<file path="src/rtl/updn_timer_pkg.sv">
package updn_timer_pkg;
  localparam int CTL_W  = 8;
  localparam int B_EN   = 7;
  localparam int B_CCP  = 6;
  localparam int B_CCMP = 5;
  localparam int B_CLR  = 4;
  localparam int B_UDC  = 3;
  localparam int B_DIRS = 2;
  localparam int B_OF   = 1;
  localparam int B_RUN  = 0;
endpackage

</file>
<file path="src/rtl/updn_timer_psc.sv">
module updn_timer_psc #(
  parameter int PSC_W = 8
) (
  input  logic             clk,
  input  logic             rst_ni,
  input  logic             run,
  input  logic             reload,
  input  logic [PSC_W-1:0] div,
  output logic             tick
);
  logic [PSC_W-1:0] pc_q, pc_d;

  always_comb begin
    pc_d = pc_q;
    if (reload)
      pc_d = div;
    else if (run)
      pc_d = (pc_q == '0) ? div : pc_q - 1'b1;
  end

  always_ff @(posedge clk or negedge rst_ni) begin
    if (!rst_ni) pc_q <= '0;
    else         pc_q <= pc_d;
  end

  assign tick = run & (pc_q == '0);
endmodule

</file>
<file path="src/rtl/updn_timer_ctl.sv">
module updn_timer_ctl
  import updn_timer_pkg::*;
(
  input  logic             clk,
  input  logic             rst_ni,
  input  logic             wr,
  input  logic [CTL_W-1:0] wdata,
  input  logic             glb_en,
  input  logic             hw_valid,
  input  logic             hw_up,
  input  logic             of0,
  output logic             ccp,
  output logic             ccmp,
  output logic             clr_pulse,
  output logic             dir_up,
  output logic             run,
  output logic [CTL_W-1:0] rdata
);
  logic en_q, ccp_q, ccmp_q, udc_q;
  logic en_d, ccp_d, ccmp_d, udc_d;

  always_comb begin
    en_d   = en_q;
    ccp_d  = ccp_q;
    ccmp_d = ccmp_q;
    udc_d  = udc_q;
    if (wr) begin
      en_d   = wdata[B_EN];
      ccp_d  = wdata[B_CCP];
      ccmp_d = wdata[B_CCMP];
      udc_d  = wdata[B_UDC];
    end
  end

  always_ff @(posedge clk or negedge rst_ni) begin
    if (!rst_ni) begin
      en_q   <= 1'b0;
      ccp_q  <= 1'b0;
      ccmp_q <= 1'b0;
      udc_q  <= 1'b0;
    end else begin
      en_q   <= en_d;
      ccp_q  <= ccp_d;
      ccmp_q <= ccmp_d;
      udc_q  <= udc_d;
    end
  end

  assign clr_pulse = wr & wdata[B_CLR];
  assign dir_up    = hw_valid ? hw_up : udc_q;
  assign run       = en_q & glb_en;
  assign ccp       = ccp_q;
  assign ccmp      = ccmp_q;

  always_comb begin
    rdata         = '0;
    rdata[B_EN]   = en_q;
    rdata[B_CCP]  = ccp_q;
    rdata[B_CCMP] = ccmp_q;
    rdata[B_UDC]  = udc_q;
    rdata[B_DIRS] = dir_up;
    rdata[B_OF]   = of0;
    rdata[B_RUN]  = run;
  end
endmodule

</file>
<file path="src/rtl/updn_timer_core.sv">
module updn_timer_core #(
  parameter int CNT_W = 16,
  parameter int NCAP  = 2
) (
  input  logic                       clk,
  input  logic                       rst_ni,
  input  logic                       tick,
  input  logic                       dir_up,
  input  logic                       sw_clr,
  input  logic                       ccp,
  input  logic                       ccmp,
  input  logic                       load,
  input  logic [CNT_W-1:0]           load_val,
  input  logic [NCAP-1:0]            cap_trig,
  input  logic [CNT_W-1:0]           cmp_val,
  output logic [CNT_W-1:0]           cnt,
  output logic [NCAP-1:0][CNT_W-1:0] cap_q,
  output logic                       of0,
  output logic                       wrap,
  output logic                       cmp_hit,
  output logic                       psc_reload
);
  logic [CNT_W-1:0] cnt_q, cnt_d;
  logic             seen_q, seen_d, of0_q, of0_d;
  logic             cap_clr, cmp_clr, any_clr, at_end;

  always_comb begin
    cmp_hit    = tick & (cnt_q == cmp_val);
    cap_clr    = ccp & (|cap_trig);
    cmp_clr    = ccmp & cmp_hit;
    any_clr    = sw_clr | cap_clr | cmp_clr;
    psc_reload = cap_clr | cmp_clr;
    at_end     = dir_up ? (&cnt_q) : ~(|cnt_q);
    wrap       = tick & at_end & ~any_clr & ~load;

    if (any_clr)   cnt_d = '0;
    else if (load) cnt_d = load_val;
    else if (tick) cnt_d = dir_up ? cnt_q + 1'b1 : cnt_q - 1'b1;
    else           cnt_d = cnt_q;

    seen_d = seen_q | wrap;
    of0_d  = of0_q;
    if (cap_trig[0]) begin
      of0_d  = seen_q | wrap;
      seen_d = 1'b0;
    end
  end

  always_ff @(posedge clk or negedge rst_ni) begin
    if (!rst_ni) begin
      cnt_q  <= '0;
      seen_q <= 1'b0;
      of0_q  <= 1'b0;
    end else begin
      cnt_q  <= cnt_d;
      seen_q <= seen_d;
      of0_q  <= of0_d;
    end
  end

  for (genvar g = 0; g < NCAP; g++) begin : g_cap
    always_ff @(posedge clk or negedge rst_ni) begin
      if (!rst_ni)          cap_q[g] <= '0;
      else if (cap_trig[g]) cap_q[g] <= cnt_q;
    end
  end

  assign cnt = cnt_q;
  assign of0 = of0_q;
endmodule

</file>
<file path="src/rtl/updn_timer.sv">
module updn_timer
  import updn_timer_pkg::*;
#(
  parameter int CNT_W = 16,
  parameter int PSC_W = 8
) (
  input  logic             clk,
  input  logic             rst_n,
  input  logic             glb_en,
  input  logic             ctl_wr,
  input  logic [CTL_W-1:0] ctl_wdata,
  output logic [CTL_W-1:0] ctl_rdata,
  input  logic             dir_hw_valid,
  input  logic             dir_hw_up,
  input  logic [PSC_W-1:0] psc_div,
  input  logic             load_trig,
  input  logic [CNT_W-1:0] load_val,
  input  logic             cap0_trig,
  input  logic             cap1_trig,
  input  logic [CNT_W-1:0] cmp_val,
  output logic [CNT_W-1:0] cnt_o,
  output logic [CNT_W-1:0] cap0_o,
  output logic [CNT_W-1:0] cap1_o,
  output logic             ovf_pulse,
  output logic             irq
);
  localparam int NCAP = 2;

  logic [1:0] rst_sync_q;
  logic       rst_ni;
  always_ff @(posedge clk or negedge rst_n) begin
    if (!rst_n) rst_sync_q <= 2'b00;
    else        rst_sync_q <= {rst_sync_q[0], 1'b1};
  end
  assign rst_ni = rst_sync_q[1];

  logic ccp, ccmp, clr_pulse, dir_up, run, of0, tick, wrap, cmp_hit, psc_reload;
  logic [NCAP-1:0]            cap_trig;
  logic [NCAP-1:0][CNT_W-1:0] cap_q;

  assign cap_trig = {cap1_trig, cap0_trig};

  updn_timer_ctl u_ctl (
    .clk(clk), .rst_ni(rst_ni), .wr(ctl_wr), .wdata(ctl_wdata), .glb_en(glb_en),
    .hw_valid(dir_hw_valid), .hw_up(dir_hw_up), .of0(of0), .ccp(ccp), .ccmp(ccmp),
    .clr_pulse(clr_pulse), .dir_up(dir_up), .run(run), .rdata(ctl_rdata)
  );

  updn_timer_psc #(.PSC_W(PSC_W)) u_psc (
    .clk(clk), .rst_ni(rst_ni), .run(run), .reload(psc_reload), .div(psc_div), .tick(tick)
  );

  updn_timer_core #(.CNT_W(CNT_W), .NCAP(NCAP)) u_core (
    .clk(clk), .rst_ni(rst_ni), .tick(tick), .dir_up(dir_up), .sw_clr(clr_pulse),
    .ccp(ccp), .ccmp(ccmp), .load(load_trig), .load_val(load_val), .cap_trig(cap_trig),
    .cmp_val(cmp_val), .cnt(cnt_o), .cap_q(cap_q), .of0(of0), .wrap(wrap),
    .cmp_hit(cmp_hit), .psc_reload(psc_reload)
  );

  assign cap0_o = cap_q[0];
  assign cap1_o = cap_q[1];

  logic ovf_d, irq_d, ovf_q, irq_q;
  assign ovf_d = wrap;
  assign irq_d = wrap | cmp_hit | (|cap_trig);

  always_ff @(posedge clk or negedge rst_ni) begin
    if (!rst_ni) begin
      ovf_q <= 1'b0;
      irq_q <= 1'b0;
    end else begin
      ovf_q <= ovf_d;
      irq_q <= irq_d;
    end
  end

  assign ovf_pulse = ovf_q;
  assign irq       = irq_q;
endmodule

</file>
<file path="config.mk">
export PLATFORM = sky130hd
export DESIGN_NAME = updn_timer
export DESIGN_NICKNAME = d
export VERILOG_FILES = /design/src/rtl/updn_timer_pkg.sv /design/src/rtl/updn_timer_psc.sv /design/src/rtl/updn_timer_ctl.sv /design/src/rtl/updn_timer_core.sv /design/src/rtl/updn_timer.sv
export SDC_FILE = /design/constraint.sdc
export NUM_CORES = 1
export LEC_CHECK = 0
export ABC_AREA = 1
export ABC_CLOCK_PERIOD_IN_PS = 2300
export BUFFER_PORTS_ARGS = -buffer_cell sky130_fd_sc_hd__buf_2
export CORE_MARGIN = 2
export CORE_UTILIZATION = 50
export CTS_BUF_LIST = sky130_fd_sc_hd__clkbuf_4
export CTS_CLUSTER_DIAMETER = 80
export DETAILED_ROUTE_END_ITERATION = 16
export PLACE_DENSITY = 0.76
export SKIP_CTS_REPAIR_TIMING = 1
export SYNTH_ARGS = -nofsm -noshare
export SYNTH_HDL_FRONTEND = slang
export SYNTH_HIERARCHICAL = 1
export SYNTH_SLANG_ARGS = --single-unit
</file>
<file path="constraint.sdc">
create_clock -name clk -period 2.3 [get_ports clk]
set_input_delay 0.115 -clock clk [delete_from_list [all_inputs] [get_ports clk]]
set_output_delay 0.115 -clock clk [all_outputs]
set_load 0.005 [all_outputs]
</file>
==> results of run 1 <==
critical path: cells and delay by family (launching register included):
family / cells / cell delay, ns
DFF: 1 / 0.36
buffers and inverters: 3 / 0.35
adders and majority gates: 1 / 0.34
and+or+nand+nor: 10 / 1.10
sequential cells by signal (all words and copies together), names as in the netlist:
name           count
u_ctl/ccp          1
ovf_pulse          1
rst_sync_q         2
u_core/cap_q      32
u_ctl/udc_q        1
u_ctl/en_q         1
irq                1
u_psc/pc_q         8
u_core/cnt        16
u_core/seen_q      1
u_core/of0         1
u_ctl/ccmp         1
per-layer routing:
| layer | share of wire | vias up | GRT usage |
|---|---|---|---|
| met3 | 0.069 | 16 | 0.0333 |
| met2 | 0.48 | 175 | 0.422 |
| li1 | - | 2350 | - |
| met5 | 0 | - | 0 |
| met1 | 0.43 | 2232 | 0.342 |
| met4 | 0.019 | 0 | 0.0822 |
power groups by stage:
stage / logic (mW) / registers, mW / clock network (mW)
floorplan: 1.06 / 1.56 / 0
global placement: 1.48 / 1.59 / 0
CTS: 1.53 / 1.57 / 0.881
global route: 1.86 / 1.62 / 0.941
finish: 1.66 / 1.58 / 0.862
detailed placement: 1.52 / 1.59 / 0
cell usage after synthesis (all sizes together) (2+ instances only):
master,number,area share
or2,5,0.0069
inv,89,0.074
nor3b,2,0.0033
nand3b,2,0.0033
xor2,2,0.0039
nor2,68,0.065
conb,2,0.0017
ha,16,0.044
mux2,2,0.0050
a21oi,31,0.035
o21ai,33,0.039
xnor2,9,0.017
nand4,11,0.019
o21bai,2,0.0042
nor3,3,0.0033
dfrtp,66,0.37
buf,11,0.019
nand3,49,0.057
clkbuf,9,0.0078
nand2,252,0.21
area by class of cell:
| cell class | count | area (um^2) | area share |
|---|---|---|---|
| multi-input combinational | 494 | 2500 | 0.448 |
| inverter | 89 | 338 | 0.0604 |
| clock buffer | 10 | 75.1 | 0.0134 |
| tap | 108 | 135 | 0.0242 |
| clock inverter | 6 | 81.3 | 0.0145 |
| timing repair buffer | 137 | 798 | 0.143 |
| sequential | 66 | 1660 | 0.297 |
layout by cell type, fill, tap and decap left out, types with 2 or more instances in the layout:
| cell type | netlist | final |
|---|---|---|
| dfrtp_1 | 66 | 61 |
| ha_2 | 0 | 4 |
| ha_1 | 16 | 9 |
| xor2_1 | 2 | 2 |
| mux2_2 | 2 | 2 |
| nor2_4 | 3 | 4 |
| or2_2 | 5 | 5 |
| nand3_1 | 48 | 47 |
| ha_4 | 0 | 3 |
| inv_2 | 9 | 12 |
| clkinvlp_4 | 0 | 2 |
| nor2_1 | 59 | 58 |
| o21ai_1 | 2 | 2 |
| clkbuf_4 | 0 | 10 |
| nor3_1 | 3 | 3 |
| nand2_2 | 1 | 3 |
| nand2_1 | 249 | 246 |
| buf_2 | 0 | 110 |
| a21oi_1 | 30 | 26 |
| inv_1 | 80 | 76 |
| a21oi_2 | 1 | 5 |
| dlygate4sd3_1 | 0 | 8 |
| clkinv_2 | 0 | 2 |
| xnor2_1 | 9 | 9 |
| nand3b_1 | 2 | 2 |
| buf_4 | 8 | 17 |
| conb_1 | 2 | 2 |
| nand2_4 | 2 | 3 |
| nor2_2 | 6 | 6 |
| dfrtp_2 | 0 | 5 |
| buf_12 | 0 | 2 |
| o21ai_0 | 30 | 30 |
| nand4_1 | 10 | 10 |
| bufinv_16 | 0 | 2 |
through the flow:
| step | setup slack, ns | utilization | cell area [um^2] | hold WS (ns) |
|---|---|---|---|---|
| after floorplan | 0.00645 | - | 4520 | -0.181 |
| after global placement | 0.0406 | 0.597 | 5200 | -0.100 |
| after detailed placement | -0.0282 | 0.597 | 5200 | -0.0984 |
| after CTS | -0.0504 | 0.615 | 5360 | -0.545 |
| after global routing | -0.133 | 0.641 | 5590 | -0.0122 |
| final | 0.0449 | 0.641 | 5590 | -0.0112 |
worst paths after layout:
check                      slack, ns            end  depth (start not counted)
setup / recovery                0.04  u_core/cnt[7]                         14
hold / removal                 -0.01  u_psc/pc_q[0]                          3
setup reg to reg                0.04  u_core/cnt[7]                         14
hold reg to reg                 0.33  u_core/cnt[1]                          0
max in group asynchronous       1.32  u_psc/pc_q[5]                          1
min in group asynchronous       0.04  rst_sync_q[1]                          2
kinds of logic after synthesis:
group,synth area share
xor+xnor,0.0213
mux,0.00499
buf+inv,0.101
fa+ha+maj,0.0488
flops,0.366
simple gates,0.372
other cells,0.00166
compound gates,0.0840
==> results by group, run 1 <==
Status
  – Failing checks: negative hold slack
  – Run status: finished, violations left

Final layout
  – Fillers: 797
  – Area Overhead vs Synth: 23.9%
  – Diodes inserted: 0
  – Finished Layout Cells: approximately 900
  – Final nets: 871
  – Share of cells above drive strength 1: 0.253

Synth
  – Sequential area share after synthesis: 0.366
  – Mapped Area: 0.00451 mm^2
  – Synth Register Bits: 66
  – Post-synth top flop: dfrtp_1
  – Post-Synthesis Cells: 669
  – Avg Cell Area, Syn: 6.75 um^2
  – Async set-or-reset flop fraction in the synthesized netlist: 1.00
  – Ys Warns: 6
  – Synth cell types: 39
  – Syn_nets: 743
  – Post-synth EDFFs: 0

Timing
  – Relative slew slack: 0.474
  – Hold_ws: -0.0112 ns
  – Setup total negative slack: 0 ns
  – Period utilisation layout: 0.980
  – Max-slew violations: 0
  – Worst Tran Pin Value: 0.789 ns
  – Post-route minimum period: approximately 2.3 ns
  – Worst Skew: 0.0203 ns
  – Final Hold Vio Count: 1
  – Fmax: 0.443 GHz
  – # setup viols final: 0

CTS
  – CTS tree: yes
  – CTS HTree Levels: 3
  – TritonCTS buffer count: 9
  – CTS max path bufs: 2
  – Clk slew on worst S/H paths: 0.11 ns
  – Clock Latency Late Sink: 0.41 ns
  – Root Driver: clkbuf_4
  – Clock sinks: 66

Critical path
  – Req. time, crit path: 2.60 ns
  – Endpoint class of the critical path: register
  – Worst-path cell with the longest stage delay: dfrtp_1
  – Cell mode on critical path: nand2_1
  – Crit path launch type: register
  – Worst EP arrival: 2.55 ns
  – Crit Path Category: reg2reg
  – Worst setup path start: u_ctl/udc_q
  – RR Startpoint: u_ctl/udc_q
  – Worst path max stage delay: 0.36 ns
  – Critical path cell sequence: nand2_1, nand2_2, clkinvlp_4, buf_12, ha_2, nor2_1, inv_1, nand3_1, nand2_1, or2_2, nand3_1, nand2_1, nand2_1, nand2_1
  – Critical Path Fanout Max: 14

Routing
  – Final wirelength: 12800 um
  – Antenna Nets Post-Route: 0
  – Initial DRT Pass Iterations: 5
  – # DRC: 0
  – Via count: 4773
  – DR vias/cell: between 5 and 6
  – Wirelength per Cell: 14.0 um
  – Initial DRC Count: approximately 320

Floorplan
  – Height of the die: 99.0 um
  – Core area: 0.00872 mm^2
  – Die W: 99.0 um
  – Die area: 0.00980 mm^2
  – Num ports: 115
  – Initial Util: 0.518
  – Row count: 34

Run
  – Max-cap violations: 0

Power
  – Comb pwr share: 0.404
  – Power per cell area: roughly 730 mW/mm^2
  – Lkg Pwr: 3.18 nW
  – Sequential fraction of design power: 0.386
  – Tot Pwr: 4.11 mW
  – P_sw: 1.62 mW
  – Clock share of power: 0.210
  – Peak VDD IR: 266 uV
  – Switching Share: 0.394
  – Internal power: 2.49 mW

Global route
  – Global Route Usage Sum: 0.253
  – Total grt overflow: 0
  – Antenna violations before repair: 0
  – Largest net degree at the start of global routing: 36
  – First-pass GRT wire length: 20100 um
  – Vias in the first global route: 4399

Place
  – Placed cells: 881
  – GP Congestion: ~0.90
  – Post-DP HPWL: between 9000 and 10000 um
  – Number of port buffers: 110

Worst hold path
  – Hold Crit Start: psc_div[0]
  – Hold crit path type: in2reg
No activity file was read; power rests on OpenSTA's default activity.
==> run 2: changes to the inputs <==
- SYNTH_HIERARCHICAL: 1 -> not set
==> run 2 against run 1 <==
Effect of this change:
- the flow finishes with violations (negative hold slack, negative setup slack)
- largest power group is now registers
- largest cell class unchanged
- critical path type unchanged
- non-clock buffer count rose by 3
- maximum frequency shrank 5.5%
- clock-buffer cell count is 1 lower
- critical path depth is the same
- first-iteration DRC count decreased by 24%
- total power fell by 1.8%
- highest routed layer unchanged
- worst setup slack worse by 0.13 ns
- utilization hardly changed
==> results by group, run 2 <==
CTS
  – Clk slew on worst S/H paths: 0.13 ns (was 0.11 ns)
  – CTS tree: yes (unchanged)
  – Root Driver: clkbuf_4 (unchanged)
  – Clock Latency Late Sink: 0.41 ns (about the same)
  – TritonCTS buffer count: 9 (unchanged)
  – CTS HTree Levels: 3 (unchanged)
  – Clock sinks: 66 (unchanged)
  – CTS max path bufs: 2 (unchanged)

Worst hold path
  – Hold crit path type: in2reg (unchanged)

Run
  – Max-cap violations: 0 (unchanged)

Timing
  – Final Hold Vio Count: 3 (was 1)
  – Worst Tran Pin Value: 0.738 ns (was 0.789 ns)
  – Period utilisation layout: 1.04 (was 0.980)
  – RSZ-0062 raised after global routing: true
  – Relative slew slack: 0.508 (was 0.474)
  – Max-slew violations: 0 (unchanged)
  – Final Worst Setup Slack: -0.0867 ns (was 0.0449 ns)
  – Hold_ws: -0.00634 ns (was -0.0112 ns)
  – # setup viols final: 2 (was 0)
  – Worst Skew: 0.0132 ns (was 0.0203 ns)
  – Fmax: 0.419 GHz (was 0.443 GHz)
  – Post-route minimum period: 2.39 ns (was 2.26 ns)

Synth
  – Post-synth EDFFs: 0 (unchanged)
  – Post-synth top area cell: dfrtp_1 (unchanged)
  – Top cells by area, synth: dfrtp_1 (38%), nand2_1 (21%), inv_1 (6.1%), ha_1 (5.1%), nor2_1 (4.9%) (was dfrtp_1 (37%), nand2_1 (21%), inv_1 (6.7%), nand3_1 (5.3%), nor2_1 (4.9%))
  – Avg Cell Area, Syn: 6.95 um^2 (was 6.75 um^2)
  – Post-Synthesis Cells: 633 (was 669)
  – Syn_nets: 709 (was 743)
  – Yosys top cell area share: 0.375 (was 0.366)
  – Async set-or-reset flop fraction in the synthesized netlist: 1.00 (unchanged)
  – Synth cell types: 36 (was 39)
  – Ys Warns: 0 (was 6)
  – Synth Register Bits: 66 (unchanged)
  – Mapped Area: 0.00440 mm^2 (was 0.00451 mm^2)
  – Post-synth top flop: dfrtp_1 (unchanged)
  – Synth top cells by count: nand2_1 (242), inv_1 (71), dfrtp_1 (66) (was nand2_1 (249), inv_1 (80), dfrtp_1 (66))
  – Sequential area share after synthesis: 0.375 (was 0.366)
  – Dominant cell by count in the synthesized netlist: nand2_1 (unchanged)

Floorplan
  – Row count: 34 (unchanged)
  – Die area: 0.00957 mm^2 (was 0.00980 mm^2)
  – Die W: 97.8 um (was 99.0 um)
  – Initial Util: 0.510 (was 0.518)
  – Core area: 0.00864 mm^2 (was 0.00872 mm^2)
  – Height of the die: 97.8 um (was 99.0 um)
  – Num ports: 115 (unchanged)

Power
  – Lkg Pwr: 3.17 nW (was 3.18 nW)
  – Power per cell area: 728 mW/mm^2 (was 734 mW/mm^2)
  – Peak VDD IR: 375 uV (was 266 uV)

Routing
  – Initial DRT Pass Iterations: 5 (unchanged)
  – Final wirelength: 12300 um (was 12800 um)
  – # DRC: 0 (unchanged)
  – Via count: 4568 (was 4773)
  – DR vias/cell: 5.22 (was 5.25)
  – Antenna Nets Post-Route: 0 (unchanged)
  – Initial DRC Count: 239 (was 316)
  – Wirelength per Cell: 14.1 um (was 14.0 um)

Global route
  – Largest net degree at the start of global routing: 36 (unchanged)
  – Antenna violations before repair: 0 (unchanged)
  – First-pass GRT wire length: 19300 um (was 20100 um)
  – Total grt overflow: 0 (unchanged)
  – Vias in the first global route: 4211 (was 4399)
  – Global Route Usage Sum: 0.244 (was 0.253)

Final layout
  – Fillers: 747 (was 797)
  – Sequential cell area: 0.00165 mm^2 (was 0.00166 mm^2)
  – Most frequent cells in the layout: nand2_1 (233), buf_2 (110), inv_1 (67) (was nand2_1 (246), buf_2 (110), inv_1 (76))
  – Final nets: 838 (was 871)
  – Core Util, Final: 0.641 (about the same)
  – Share of cells above drive strength 1: 0.284 (was 0.253)
  – Area Overhead vs Synth: 25.8% (was 23.9%)
  – Largest Register: u_core.cap_q (was u_core/cap_q)
  – Diodes inserted: 0 (unchanged)
  – Max FFs per register: 32 (unchanged)
  – Multi-input logic area: 0.00248 mm^2 (was 0.00250 mm^2)
  – Commonest non-fill, non-tap cell in the layout: nand2_1 (unchanged)

Place
  – Post-DP HPWL: 8730 um (was 9500 um)
  – Number of port buffers: 110 (unchanged)
  – GP Congestion: 0.950 (was 0.896)
  – Pre-CTS setup slack: -0.0324 ns (was -0.0282 ns)

Critical path
  – Worst EP arrival: 2.75 ns (was 2.55 ns)
  – Critical Path Fanout Max: 8 (was 14)
  – Crit Path Category: reg2reg (unchanged)
  – Req. time, crit path: 2.67 ns (was 2.60 ns)
  – Crit path launch type: register (unchanged)
  – Endpoint class of the critical path: register (unchanged)

Status
  – Failing checks: negative hold slack, negative setup slack (was negative hold slack)
  – Run status: finished, violations left (unchanged)
## run 2: worst paths after layout
kind                          startpoint  slack [ns]                to  cells past startpoint
max reg2reg                  u_ctl.udc_q       -0.09     u_core.cnt[6]                     14
max in group asynchronous  rst_sync_q[1]        1.32  u_core.cap_q[11]                      1
min in group asynchronous  rst_sync_q[1]        0.34     u_psc.pc_q[7]                      0
min reg2reg                rst_sync_q[1]        0.34     u_psc.pc_q[7]                      0
min                           psc_div[2]      -0.006     u_psc.pc_q[2]                      5
max                          u_ctl.udc_q       -0.09     u_core.cnt[6]                     14
## run 2: critical path: stages, from the launching register on
cell and delay, ns:
dfrtp_1 0.38, inv_2 0.06, o21ai_4 0.21, clkinv_4 0.14
buf_12 0.17, ha_4 0.28, nand2_1 0.09, inv_2 0.08
nand4_1 0.13, nand2_2 0.13, buf_4 0.12, o21ai_0 0.08
o21ai_0 0.27, nand2_1 0.09, nand2_1 0.09
## run 2: layer usage
metal | vias up | part of all wire | global-route usage
met3 | 32 | 0.066 | 0.0465
met2 | 177 | 0.47 | 0.402
met1 | 2141 | 0.43 | 0.329
met4 | 0 | 0.031 | 0.0716
li1 | 2218 | - | -
met5 | - | 0 | 0
## run 2: where the power goes
group | internal, mW | switching [mW] | leakage, nW
sequential | 1.35 | 0.257 | 0.844
combinational | 0.724 | 0.889 | 2.26
clock | 0.337 | 0.473 | 0.0687
## run 2: area by class of cell
class,count,share of cell area
multi-input cells,465,0.448
flip-flops and latches,66,0.298
repair buffers,140,0.148
inverters,80,0.0551
well taps,108,0.0244
clock inverters,7,0.0142
clock buffers,9,0.0122
## run 2: through the flow
| step | hold slack, ns | instances | TNS (ns) | total power, mW | instance area [um^2] |
|---|---|---|---|---|---|
| floorplan | -0.181 | 633 | 0 | 2.57 | 4400 |
| global placement | -0.100 | 842 | 0 | 3.00 | 5060 |
| detailed placement | -0.0982 | 842 | -0.0456 | 3.05 | 5060 |
| CTS | -0.554 | 858 | -0.0781 | 3.85 | 5210 |
| global route | 0.0179 | 875 | -0.976 | 4.33 | 5540 |
| finish | -0.00634 | 875 | -0.0885 | 4.03 | 5540 |
## run 2: cell families after synthesis
kind of cell             synth area share
buffers and inverters              0.0998
flip-flops                          0.375
XOR/XNOR                           0.0298
AND/OR/NAND/NOR                     0.349
other                             0.00171
AO/OA/AOI/OAI                      0.0654
multiplexers                       0.0230
adder cells (fa/ha/maj)            0.0557
